### src/rtl/acd_pkg.sv
// Shared constants and types for the audio capture DMA controller.
// Assumes 32-bit memory words and fixed 64-byte bursts.
package acd_pkg;
    localparam int WORD_BYTES  = 4;
    localparam int BURST_BYTES = 64;
    localparam int BURST_WORDS = BURST_BYTES / WORD_BYTES;

    // Status / acknowledge / enable bit positions
    localparam int ST_BUF1 = 0;
    localparam int ST_BUF2 = 1;
    localparam int ST_BWE  = 2;
    localparam int ST_OVR  = 3;

    typedef enum logic [1:0] {
        MODE_S16 = 2'd0,
        MODE_S32 = 2'd1,
        MODE_RAW = 2'd2
    } cap_mode_t;

    typedef enum logic [1:0] {
        BS_IDLE = 2'd0,
        BS_REQ  = 2'd1,
        BS_DATA = 2'd2
    } burst_st_t;
endpackage

### src/rtl/acd_packer.sv
// Turns one incoming sample into zero, one or two 32-bit words by mode.
// Raw mode collects bytes little-endian; a group advances only on take.
// Assumes cfg_mode is static while capture runs.
module acd_packer
    import acd_pkg::*;
(
    input  logic        clk,
    input  logic        rst_n,
    input  logic [1:0]  mode,
    input  logic [63:0] data,
    input  logic        take,
    output logic [1:0]  push_n,
    output logic [31:0] word0,
    output logic [31:0] word1
);
    logic [1:0]  lane;
    logic [23:0] acc;

    // Word formation and count for the sample on the inputs
    always_comb begin
        word1 = data[63:32];
        case (cap_mode_t'(mode))
            MODE_S32: begin
                push_n = 2'd2;
                word0  = data[31:0];
            end
            MODE_RAW: begin
                push_n = (lane == 2'd3) ? 2'd1 : 2'd0;
                word0  = {data[7:0], acc};
            end
            default: begin
                push_n = 2'd1;
                word0  = data[31:0];
            end
        endcase
    end

    // Raw byte lane tracking and partial word accumulation
    always_ff @(posedge clk) begin
        if (!rst_n) begin
            lane <= 2'd0;
            acc  <= '0;
        end else if (take && cap_mode_t'(mode) == MODE_RAW) begin
            if (lane != 2'd3)
                acc[{lane, 3'b000} +: 8] <= data[7:0];
            lane <= lane + 2'd1;
        end
    end

    assert_raw_group_R4: assert property (@(posedge clk) disable iff (!rst_n)
        (take && cap_mode_t'(mode) == MODE_RAW && lane == 2'd3) |=> (lane == 2'd0));
endmodule

### src/rtl/acd_fifo.sv
// Word FIFO accepting up to two words per cycle and releasing one.
// Assumes DEPTH is a power of two and the caller never pushes past free.
module acd_fifo #(
    parameter int DEPTH = 32,
    parameter int W     = 32
) (
    input  logic                       clk,
    input  logic                       rst_n,
    input  logic [1:0]                 push_n,
    input  logic [W-1:0]               w0,
    input  logic [W-1:0]               w1,
    input  logic                       pop,
    output logic [W-1:0]               head,
    output logic [$clog2(DEPTH):0]     count,
    output logic [$clog2(DEPTH):0]     free
);
    localparam int AW = $clog2(DEPTH);
    localparam int CW = AW + 1;

    logic [W-1:0]  store [DEPTH];
    logic [AW-1:0] wr_ptr, rd_ptr;

    // Storage write of one or two words
    always_ff @(posedge clk) begin
        if (push_n != 2'd0) store[wr_ptr] <= w0;
        if (push_n == 2'd2) store[wr_ptr + AW'(1)] <= w1;
    end

    // Pointer and occupancy tracking
    always_ff @(posedge clk) begin
        if (!rst_n) begin
            wr_ptr <= '0;
            rd_ptr <= '0;
            count  <= '0;
        end else begin
            wr_ptr <= wr_ptr + AW'(push_n);
            rd_ptr <= rd_ptr + AW'(pop);
            count  <= count + CW'(push_n) - CW'(pop);
        end
    end

    assign head = store[rd_ptr];
    assign free = CW'(DEPTH) - count;

    assert_no_overflow_R7: assert property (@(posedge clk) disable iff (!rst_n)
        CW'(push_n) <= free);
    assert_no_underflow_R1: assert property (@(posedge clk) disable iff (!rst_n)
        pop |-> (count != '0));
endmodule

### src/rtl/acd_ctrl.sv
// Burst sequencer, buffer alternation, error detection and interrupt.
// Assumes cfg_size is a nonzero multiple of 64 and FIFO depth >= 32 words.
module acd_ctrl
    import acd_pkg::*;
#(
    parameter int ADDR_W = 32,
    parameter int SIZE_W = 16,
    parameter int CNT_W  = 6
) (
    input  logic              clk,
    input  logic              rst_n,
    input  logic [ADDR_W-1:0] base1,
    input  logic [ADDR_W-1:0] base2,
    input  logic [SIZE_W-1:0] size,
    input  logic [3:0]        ack,
    input  logic [3:0]        int_en,
    input  logic              smp_valid,
    input  logic [1:0]        push_n,
    input  logic [CNT_W-1:0]  fifo_count,
    input  logic [CNT_W-1:0]  fifo_free,
    input  logic              mem_gnt,
    output logic              take,
    output logic              pop,
    output logic              mem_req,
    output logic [ADDR_W-1:0] mem_addr,
    output logic              mem_wvalid,
    output logic [3:0]        status,
    output logic              irq
);
    localparam int BW = $clog2(BURST_WORDS);
    localparam logic [BW-1:0] LAST_BEAT = BW'(BURST_WORDS - 1);

    burst_st_t         state;
    logic [BW-1:0]     beat;
    logic [ADDR_W-1:0] addr_q;
    logic [SIZE_W-1:0] wptr;
    logic [SIZE_W:0]   next_off;
    logic              active;
    logic [1:0]        full;
    logic              ovr, bwe, bwe_halt;
    logic              active_full, other_busy, cap_halt, room_ok;
    logic              bwe_evt, ovr_evt, burst_done, wrap;
    logic [1:0]        full_set;
    logic [ADDR_W-1:0] base_act;

    // Admission of samples and error event decode
    always_comb begin
        active_full = active ? full[1] : full[0];
        other_busy  = active ? (full[0] & ~ack[ST_BUF1]) : (full[1] & ~ack[ST_BUF2]);
        cap_halt    = active_full | bwe_halt;
        room_ok     = CNT_W'(push_n) <= fifo_free;
        take        = smp_valid & ~cap_halt & room_ok;
        bwe_evt     = smp_valid & ~cap_halt & ~room_ok;
        burst_done  = (state == BS_DATA) && (beat == LAST_BEAT);
        next_off    = {1'b0, wptr} + (SIZE_W + 1)'(BURST_BYTES);
        wrap        = burst_done && (next_off == {1'b0, size});
        ovr_evt     = wrap & other_busy;
        full_set    = wrap ? (active ? 2'b10 : 2'b01) : 2'b00;
        base_act    = active ? base2 : base1;
    end

    // Burst request and data beat sequencing
    always_ff @(posedge clk) begin
        if (!rst_n) begin
            state  <= BS_IDLE;
            beat   <= '0;
            addr_q <= '0;
        end else begin
            case (state)
                BS_IDLE: if (fifo_count >= CNT_W'(BURST_WORDS) && !active_full) begin
                    state  <= BS_REQ;
                    addr_q <= base_act + ADDR_W'(wptr);
                end
                BS_REQ: if (mem_gnt) begin
                    state <= BS_DATA;
                    beat  <= '0;
                end
                default: begin
                    beat <= beat + BW'(1);
                    if (beat == LAST_BEAT) state <= BS_IDLE;
                end
            endcase
        end
    end

    // Write offset and active buffer alternation
    always_ff @(posedge clk) begin
        if (!rst_n) begin
            wptr   <= '0;
            active <= 1'b0;
        end else if (wrap) begin
            wptr   <= '0;
            active <= ~active;
        end else if (burst_done) begin
            wptr   <= next_off[SIZE_W-1:0];
        end
    end

    // Sticky status flags and bandwidth halt
    always_ff @(posedge clk) begin
        if (!rst_n) begin
            full     <= 2'b00;
            ovr      <= 1'b0;
            bwe      <= 1'b0;
            bwe_halt <= 1'b0;
        end else begin
            full <= (full & ~ack[ST_BUF2:ST_BUF1]) | full_set;
            ovr  <= (ovr & ~ack[ST_OVR]) | ovr_evt;
            bwe  <= (bwe & ~ack[ST_BWE]) | bwe_evt;
            if (bwe_evt)         bwe_halt <= 1'b1;
            else if (burst_done) bwe_halt <= 1'b0;
        end
    end

    assign mem_req    = (state == BS_REQ);
    assign mem_wvalid = (state == BS_DATA);
    assign pop        = mem_wvalid;
    assign mem_addr   = addr_q;
    assign status     = {ovr, bwe, full[1], full[0]};
    assign irq        = |(status & int_en);

    assert_req_hold_R1: assert property (@(posedge clk) disable iff (!rst_n)
        (mem_req && !mem_gnt) |=> (mem_req && $stable(mem_addr)));
    assert_burst_end_R1: assert property (@(posedge clk) disable iff (!rst_n)
        burst_done |=> !mem_wvalid);
    assert_alternate_R5: assert property (@(posedge clk) disable iff (!rst_n)
        wrap |=> (active != $past(active)));
    assert_ovr_quiet_R6: assert property (@(posedge clk) disable iff (!rst_n)
        active_full |-> (!mem_req && !take));
    assert_ovr_sticky_R8: assert property (@(posedge clk) disable iff (!rst_n)
        (ovr && !ack[ST_OVR]) |=> ovr);
    assert_bwe_sticky_R8: assert property (@(posedge clk) disable iff (!rst_n)
        (bwe && !ack[ST_BWE]) |=> bwe);
    assert_irq_hold_R9: assert property (@(posedge clk) disable iff (!rst_n)
        (irq && ack == 4'b0000 && $stable(int_en)) |=> irq);
endmodule

### src/rtl/audio_cap_dma.sv
// Audio capture into two alternating memory buffers by 64-byte bursts.
// Assumes inputs are synchronous to clk and mem_gnt answers only mem_req.
module audio_cap_dma
    import acd_pkg::*;
#(
    parameter int ADDR_W     = 32,
    parameter int SIZE_W     = 16,
    parameter int FIFO_DEPTH = 32
) (
    input  logic              clk,
    input  logic              rst_n,
    input  logic [1:0]        cfg_mode,
    input  logic [ADDR_W-1:0] cfg_base1,
    input  logic [ADDR_W-1:0] cfg_base2,
    input  logic [SIZE_W-1:0] cfg_size,
    input  logic [3:0]        reg_ack,
    input  logic [3:0]        reg_int_en,
    input  logic              smp_valid,
    input  logic [63:0]       smp_data,
    output logic              mem_req,
    output logic [ADDR_W-1:0] mem_addr,
    input  logic              mem_gnt,
    output logic              mem_wvalid,
    output logic [31:0]       mem_wdata,
    output logic [3:0]        status,
    output logic              irq
);
    localparam int CNT_W = $clog2(FIFO_DEPTH) + 1;

    logic             take, pop;
    logic [1:0]       push_n, push_acc;
    logic [31:0]      word0, word1;
    logic [CNT_W-1:0] fifo_count, fifo_free;

    assign push_acc = take ? push_n : 2'd0;

    acd_packer u_pack (
        .clk(clk), .rst_n(rst_n), .mode(cfg_mode), .data(smp_data),
        .take(take), .push_n(push_n), .word0(word0), .word1(word1)
    );

    acd_fifo #(.DEPTH(FIFO_DEPTH), .W(32)) u_fifo (
        .clk(clk), .rst_n(rst_n), .push_n(push_acc), .w0(word0), .w1(word1),
        .pop(pop), .head(mem_wdata), .count(fifo_count), .free(fifo_free)
    );

    acd_ctrl #(.ADDR_W(ADDR_W), .SIZE_W(SIZE_W), .CNT_W(CNT_W)) u_ctrl (
        .clk(clk), .rst_n(rst_n), .base1(cfg_base1), .base2(cfg_base2),
        .size(cfg_size), .ack(reg_ack), .int_en(reg_int_en),
        .smp_valid(smp_valid), .push_n(push_n), .fifo_count(fifo_count),
        .fifo_free(fifo_free), .mem_gnt(mem_gnt), .take(take), .pop(pop),
        .mem_req(mem_req), .mem_addr(mem_addr), .mem_wvalid(mem_wvalid),
        .status(status), .irq(irq)
    );
endmodule

### config.mk
export PLATFORM = sky130hd
export DESIGN_NAME = audio_cap_dma
export DESIGN_NICKNAME = d
export VERILOG_FILES = /design/src/rtl/acd_pkg.sv /design/src/rtl/acd_packer.sv /design/src/rtl/acd_fifo.sv /design/src/rtl/acd_ctrl.sv /design/src/rtl/audio_cap_dma.sv
export SDC_FILE = /design/constraint.sdc
export NUM_CORES = 2
export LEC_CHECK = 0
export BUFFER_PORTS_ARGS = -buffer_cell sky130_fd_sc_hd__buf_2
export CAP_MARGIN = 5
export CORE_MARGIN = 5
export CORE_UTILIZATION = 60
export DETAILED_ROUTE_END_ITERATION = 8
export PLACE_DENSITY = 0.78
export SYNTH_ARGS = -nofsm -noshare
export SYNTH_HDL_FRONTEND = slang
export SYNTH_HIERARCHICAL = 1
export SYNTH_SLANG_ARGS = --single-unit
### constraint.sdc
create_clock -name clk -period 7.2 [get_ports clk]
set_input_delay 0.72 -clock clk [delete_from_list [all_inputs] [get_ports clk]]
set_output_delay 0.72 -clock clk [all_outputs]
set_load 0.02 [all_outputs]
# Word level (Yosys, flattened, before mapping)
# Memory sizes are Yosys's and may differ from the RTL's. A register that Yosys moved wholly into a read port is not among the register bits.
# Index checks and enable logic that the tools add are counted.
# op_classes
addsub	11
mux	23
n_reduce_logical	15
shifts	2
n_bitwise	24
eq_ne	11
order_cmp	2
# ops
cell	n
$mux W32	2
$add A32 B16 Y32	1
$bwmux W24	1
$shift A8 B7 Y24 const A	1
$shiftx A8 B7 Y24	1
$add A16 B7 Y17 const B	1
$eq A17 B16 Y1	1
$mux W2	6
$mux W1	9
$not A1 Y1	9
$and A1 B1 Y1	8
$eq A2 B2 Y1 const B	4
$pmux W2 S2	2
$pmux W4 S2	1
$neg A5 Y7	1
$add A6 B2 Y6	1
$ge A6 B5 Y1 const B	1
$le A2 B6 Y1	1
$reduce_and A2 Y1	3
$sub A6 B1 Y6	1
$sub A6 B6 Y6 const A	1
$add A5 B1 Y5	1
$add A5 B1 Y5 const B	1
$add A5 B2 Y5	1
21 further kinds	29
# totals
out_inout_bits	71
n_memories	1
input_bits	158
ram_bits	1024
ff_bits	102
# memory_table
name	words	word_bits	rd	rd_ports_with_merged_regs	wr	line_no	rtl
u_fifo.store	32	32	1	1	2	acd_fifo.sv:20	logic [W-1:0] store [DEPTH];

# Depth between registers and ports, before layout
# depth
depth_word	9
mapped_depth	19
depth_no_buf	17

# Modules after synthesis
# The synthesis kept the hierarchy.
# modules_own_cells
mod	n_inst	area_each_um2	cells_per_inst	seq_area_each_um2
acd_fifo	1	53561.4	3201	31069.8
acd_ctrl	1	3812.4	469	1081.0
acd_packer	1	1854.3	196	520.5
audio_cap_dma	1	12.5	2	0.0

# Worst setup path before layout
# OpenSTA, ideal clock, no wires.
# synth_timing
path_type	in2reg
startpoint	in cfg_mode[0]
endpoint	mem u_fifo.store[15][0], enable pin
required_ns	6.734
stages	14
arrival_time_ns	4.842
path_buffers	2
path_slack_ns	1.892
path_cell_list	nand2b_1 > buf_2 > buf_6 > nor2_1 > nor2_1 > inv_1 > ha_1 > a21oi_1 > o21ai_0 > nor2b_1 > and2_1 > nor2_1 > or2_2 > o21ai_0
# synth_rtl
item	line_no	rtl
start, declared	audio_cap_dma.sv:12	input logic [1:0] cfg_mode,
end, declared	acd_fifo.sv:20	

==> insert_results.sql <==
INSERT INTO impl_metrics (metric_group, metric, value, unit) VALUES
('floorplan', 'rows', '115', ''),
('synthesis', 'syn_area', '0.0592', 'mm2'),
('finish', 'fraction_of_layout_cells_with_a_size_suffix_above_1', '46.9', '%'),
('worst_setup_path', 'crit_required', '7520', 'ps'),
('cts', 'clk_path_buf_depth', '3', ''),
('pwr', 'p_seq_share', '47.1', '%'),
('timing', 'timing.slew.headroom', '7.13', '%'),
('job', 'max_cap_viol_count', '0', ''),
('floorplan', 'die-area', '0.105', 'mm2'),
('finish', 'layout.core_utilization', '65.6', '%'),
('grt', 'grt_max_degree', '115', ''),
('worst_setup_path', 'critPathArrivalTime', '5220', 'ps'),
('floorplan', 'die_h', '324', 'um'),
('cts', 'cts.clk_slew.worst_paths', '60', 'ps'),
('routing', 'first_iter_violations', '4771', ''),
('routing', 'totalWireLength', '173000', 'um'),
('run_status', 'outcome', 'finished clean', ''),
('synthesis', 'synthDominantAreaCellType', 'sky130_fd_sc_hd__edfxtp_1', ''),
('placed_design', 'dpl.hpwl', '98800', 'um'),
('pwr', 'comb_power_share', '16.2', '%'),
('cts', 'htree_levels', '3', ''),
('timing', 'layout_setup_ws', '2290', 'ps'),
('placed_design', 'io_buffer_count', '228', ''),
('worst_setup_path', 'worst_r2r_path_cells', '13', ''),
('timing', 'finalSetupViolations', '0', ''),
('synthesis', 'synth-simple-area-share', '3.17', '%'),
('cts', 'worstSkewPairLatency', '720', 'ps'),
('worst_setup_path', 'startpoint_class_of_the_critical_path', 'flop', ''),
('worst_setup_path', 'cp_cell_sequence', 'nor3_1 -> nand2_1 -> xnor2_1 -> or4_1 -> a21oi_1 -> o21ai_0 -> nor2b_1 -> and2_1 -> and2b_4 -> nand2_1 -> nor3_4 -> o21bai_4 -> buf_4', ''),
('placed_design', 'detailedPlace.worstSlack', '2180', 'ps'),
('worst_setup_path', 'path_common_cell', 'sky130_fd_sc_hd__nand2_1', ''),
('floorplan', 'floorplan.core_area', '0.0981', 'mm2'),
('cts', 'clock_tree.root_cell', 'sky130_fd_sc_hd__clkbuf_16', ''),
('synthesis', 'yosys-top-cells-count', 'sky130_fd_sc_hd__edfxtp_1 (1024), sky130_fd_sc_hd__mux2_2 (985), sky130_fd_sc_hd__clkbuf_1 (249), sky130_fd_sc_hd__mux4_2 (194), sky130_fd_sc_hd__mux2i_1 (179)', ''),
('pwr', 'intPower', '11800', 'uW'),
('worst_setup_path', 'crit_path_max_fanout', '32', ''),
('worst_setup_path', 'peak_per_stage_delay_on_the_critical_path', '1010', 'ps'),
('cts', 'tritoncts', 'yes', ''),
('finish', 'nNetsFinal', '4016', ''),
('worst_setup_path', 'path_class', 'flop to flop', ''),
('worst_setup_path', 'slowest_cell_on_the_critical_path', 'sky130_fd_sc_hd__nor3_4', ''),
('routing', 'routed_wire_length_per_instance', '33.2', 'um'),
('timing', 'min_period', '4910', 'ps'),
('pwr', 'worst_ir_drop_vdd', '0.230', 'mV'),
('floorplan', 'dieWidth', '324', 'um'),
('timing', 'achievable-frequency', '204', 'MHz'),
('synthesis', 'compound_cell_area_share_of_the_yosys_netlist', '4.38', '%'),
('routing', 'vias', '36500', ''),
('synthesis', 'area_share_of_fa_ha_maj_cells_after_synthesis', '0.798', '%'),
('finish', 'areaGrowthSynthToFinish', '8.69', '%'),
('cts', 'cts_made_buffers', '114', ''),
('pwr', 'static-leakage-power', '0.0216', 'uW'),
('worst_setup_path', 'critPathCaptureType', 'flop', ''),
('pwr', 'netsw', '4100', 'uW'),
('synthesis', 'yosys-mux-area-fraction', '31.4', '%'),
('synthesis', 'postSynthRegisterBits', '1120', ''),
('pwr', 'power.switching_fraction', '25.8', '%'),
('timing', 'clock-skew-final', '44.3', 'ps'),
('floorplan', 'top_level_ports', '229', ''),
('timing', 'hold_viol_final', '0', ''),
('timing', 'setup_tns', '0', 'ps'),
('timing', 'finalMaxSlewViolations', '0', ''),
('timing', 'worst_pin_slew', '1390', 'ps'),
('grt', 'vias_in_the_first_global_route', '36000', ''),
('pwr', 'power-per-cell-area', '247', 'mW/mm2'),
('synthesis', 'largest_family_of_logic_cells_by_synthesized_area', 'multiplexers', ''),
('synthesis', 'yosysTopAreaCellShare', '51.9', '%'),
('synthesis', 'synthesis.area_per_instance', '15.3', 'um2'),
('cts', 'cts_repair_resize_count', '0', ''),
('synthesis', 'yosys-top-cells-area', 'sky130_fd_sc_hd__edfxtp_1 (52%), sky130_fd_sc_hd__mux2_2 (19%), sky130_fd_sc_hd__mux4_2 (7.4%)', ''),
('worst_hold_path', 'hold_path.class', 'input pin to flop', '');
-- metal layers --
layer / share of wire, % / track usage, % / wire length (um) / up-vias
met5: 0.024 / 0 / 41 / -
li1: - / - / - / 15100
met3: 11 / 7.85 / 18900 / 434
met2: 46 / 49.9 / 79200 / 2198
met1: 38 / 45.2 / 66200 / 18800
met4: 4.9 / 14.0 / 8480 / 6
-- state kept, by name (all words and copies together), names as in the netlist, 4 cells and up --
name	count
u_ctrl/beat	4
u_ctrl/mem_addr	32
u_ctrl/wptr	10
u_fifo/count	6
u_fifo/rd_ptr	5
u_fifo/store	1024
u_fifo/wr_ptr	5
u_pack/acc	24
-- area by class of cell --
type / instances / area [um2]
sequential: 1120 / 32700
clock inverter: 54 / 482
inverter: 30 / 113
fill: 6864 / 33700
clock buffer: 160 / 3180
tap: 1287 / 1610
timing repair buffer: 313 / 1820
multi-input combinational: 2243 / 24500
antenna: 2 / 5.00
-- layout by cell type (no fill, tap or decap), drive strengths merged, types with 8 or more instances in the layout --
master / netlist / final
or3: 12 / 12
nand4: 13 / 13
ha: 33 / 33
mux4: 194 / 194
clkbuf: 249 / 160
edfxtp: 1024 / 1024
xnor2: 30 / 30
o22ai: 37 / 37
o221ai: 33 / 33
nor2: 63 / 63
and2: 11 / 11
a211oi: 77 / 77
nand3: 71 / 71
buf: 206 / 313
a21oi: 69 / 69
o21ai: 36 / 36
clkinv: 0 / 42
mux2: 1073 / 1073
nand2: 89 / 89
mux2i: 179 / 179
a22oi: 36 / 36
o21bai: 10 / 10
a22o: 31 / 31
dfxtp: 96 / 96
nand3b: 8 / 8
xor2: 19 / 19
nor3: 18 / 18
nor2b: 17 / 17
inv: 30 / 32
-- critical path, delay by kind of cell (launching register included) --
| family | cells | cell delay [ps] |
|---|---|---|
| flip-flops | 1 | 350 |
| XOR/XNOR | 1 | 140 |
| buffers and inverters | 1 | 540 |
| AND/OR/NAND/NOR | 8 | 2950 |
| AO/OA/AOI/OAI | 3 | 540 |
-- power by group through the flow --
stage | sequential (uW) | combinational, uW | clock, uW
6_report | 7480 | 2570 | 5840
5_1_grt | 7500 | 2740 | 6170
4_1_cts | 7480 | 2550 | 5890
3_5_place_dp | 7620 | 2540 | 0
3_3_place_gp | 7610 | 2490 | 0
2_1_floorplan | 7640 | 1830 | 0
-- metrics by stage --
stage | cell area [um2] | std cells | hold slack, ps
4_1_cts | 64400 | 5207 | 293
6_report | 64400 | 5209 | 329
5_1_grt | 64400 | 5208 | 321
3_5_place_dp | 60700 | 4993 | 444
2_1_floorplan | 59200 | 3868 | 436
3_3_place_gp | 60700 | 4993 | 437
-- logic make-up after synthesis --
logic type / Yosys count
AND/OR/NAND/NOR: 344
buffers and inverters: 505
multiplexers: 1446
adder cells (fa/ha/maj): 36
AO/OA/AOI/OAI: 368
flip-flops: 1120
XOR/XNOR: 49
-- worst paths after layout --
| kind | slack [ps] | startpoint | end |
|---|---|---|---|
| setup / recovery | 2290 | u_fifo/count[2] | u_fifo/store[30][30] |
| hold / removal | 330 | reg_ack[2] | u_ctrl/bwe |
| setup reg to reg | 2290 | u_fifo/count[2] | u_fifo/store[30][30] |
| hold reg to reg | 450 | u_ctrl/mem_addr[14] | u_ctrl/mem_addr[14] |
Power figures use the tool's default switching activity.
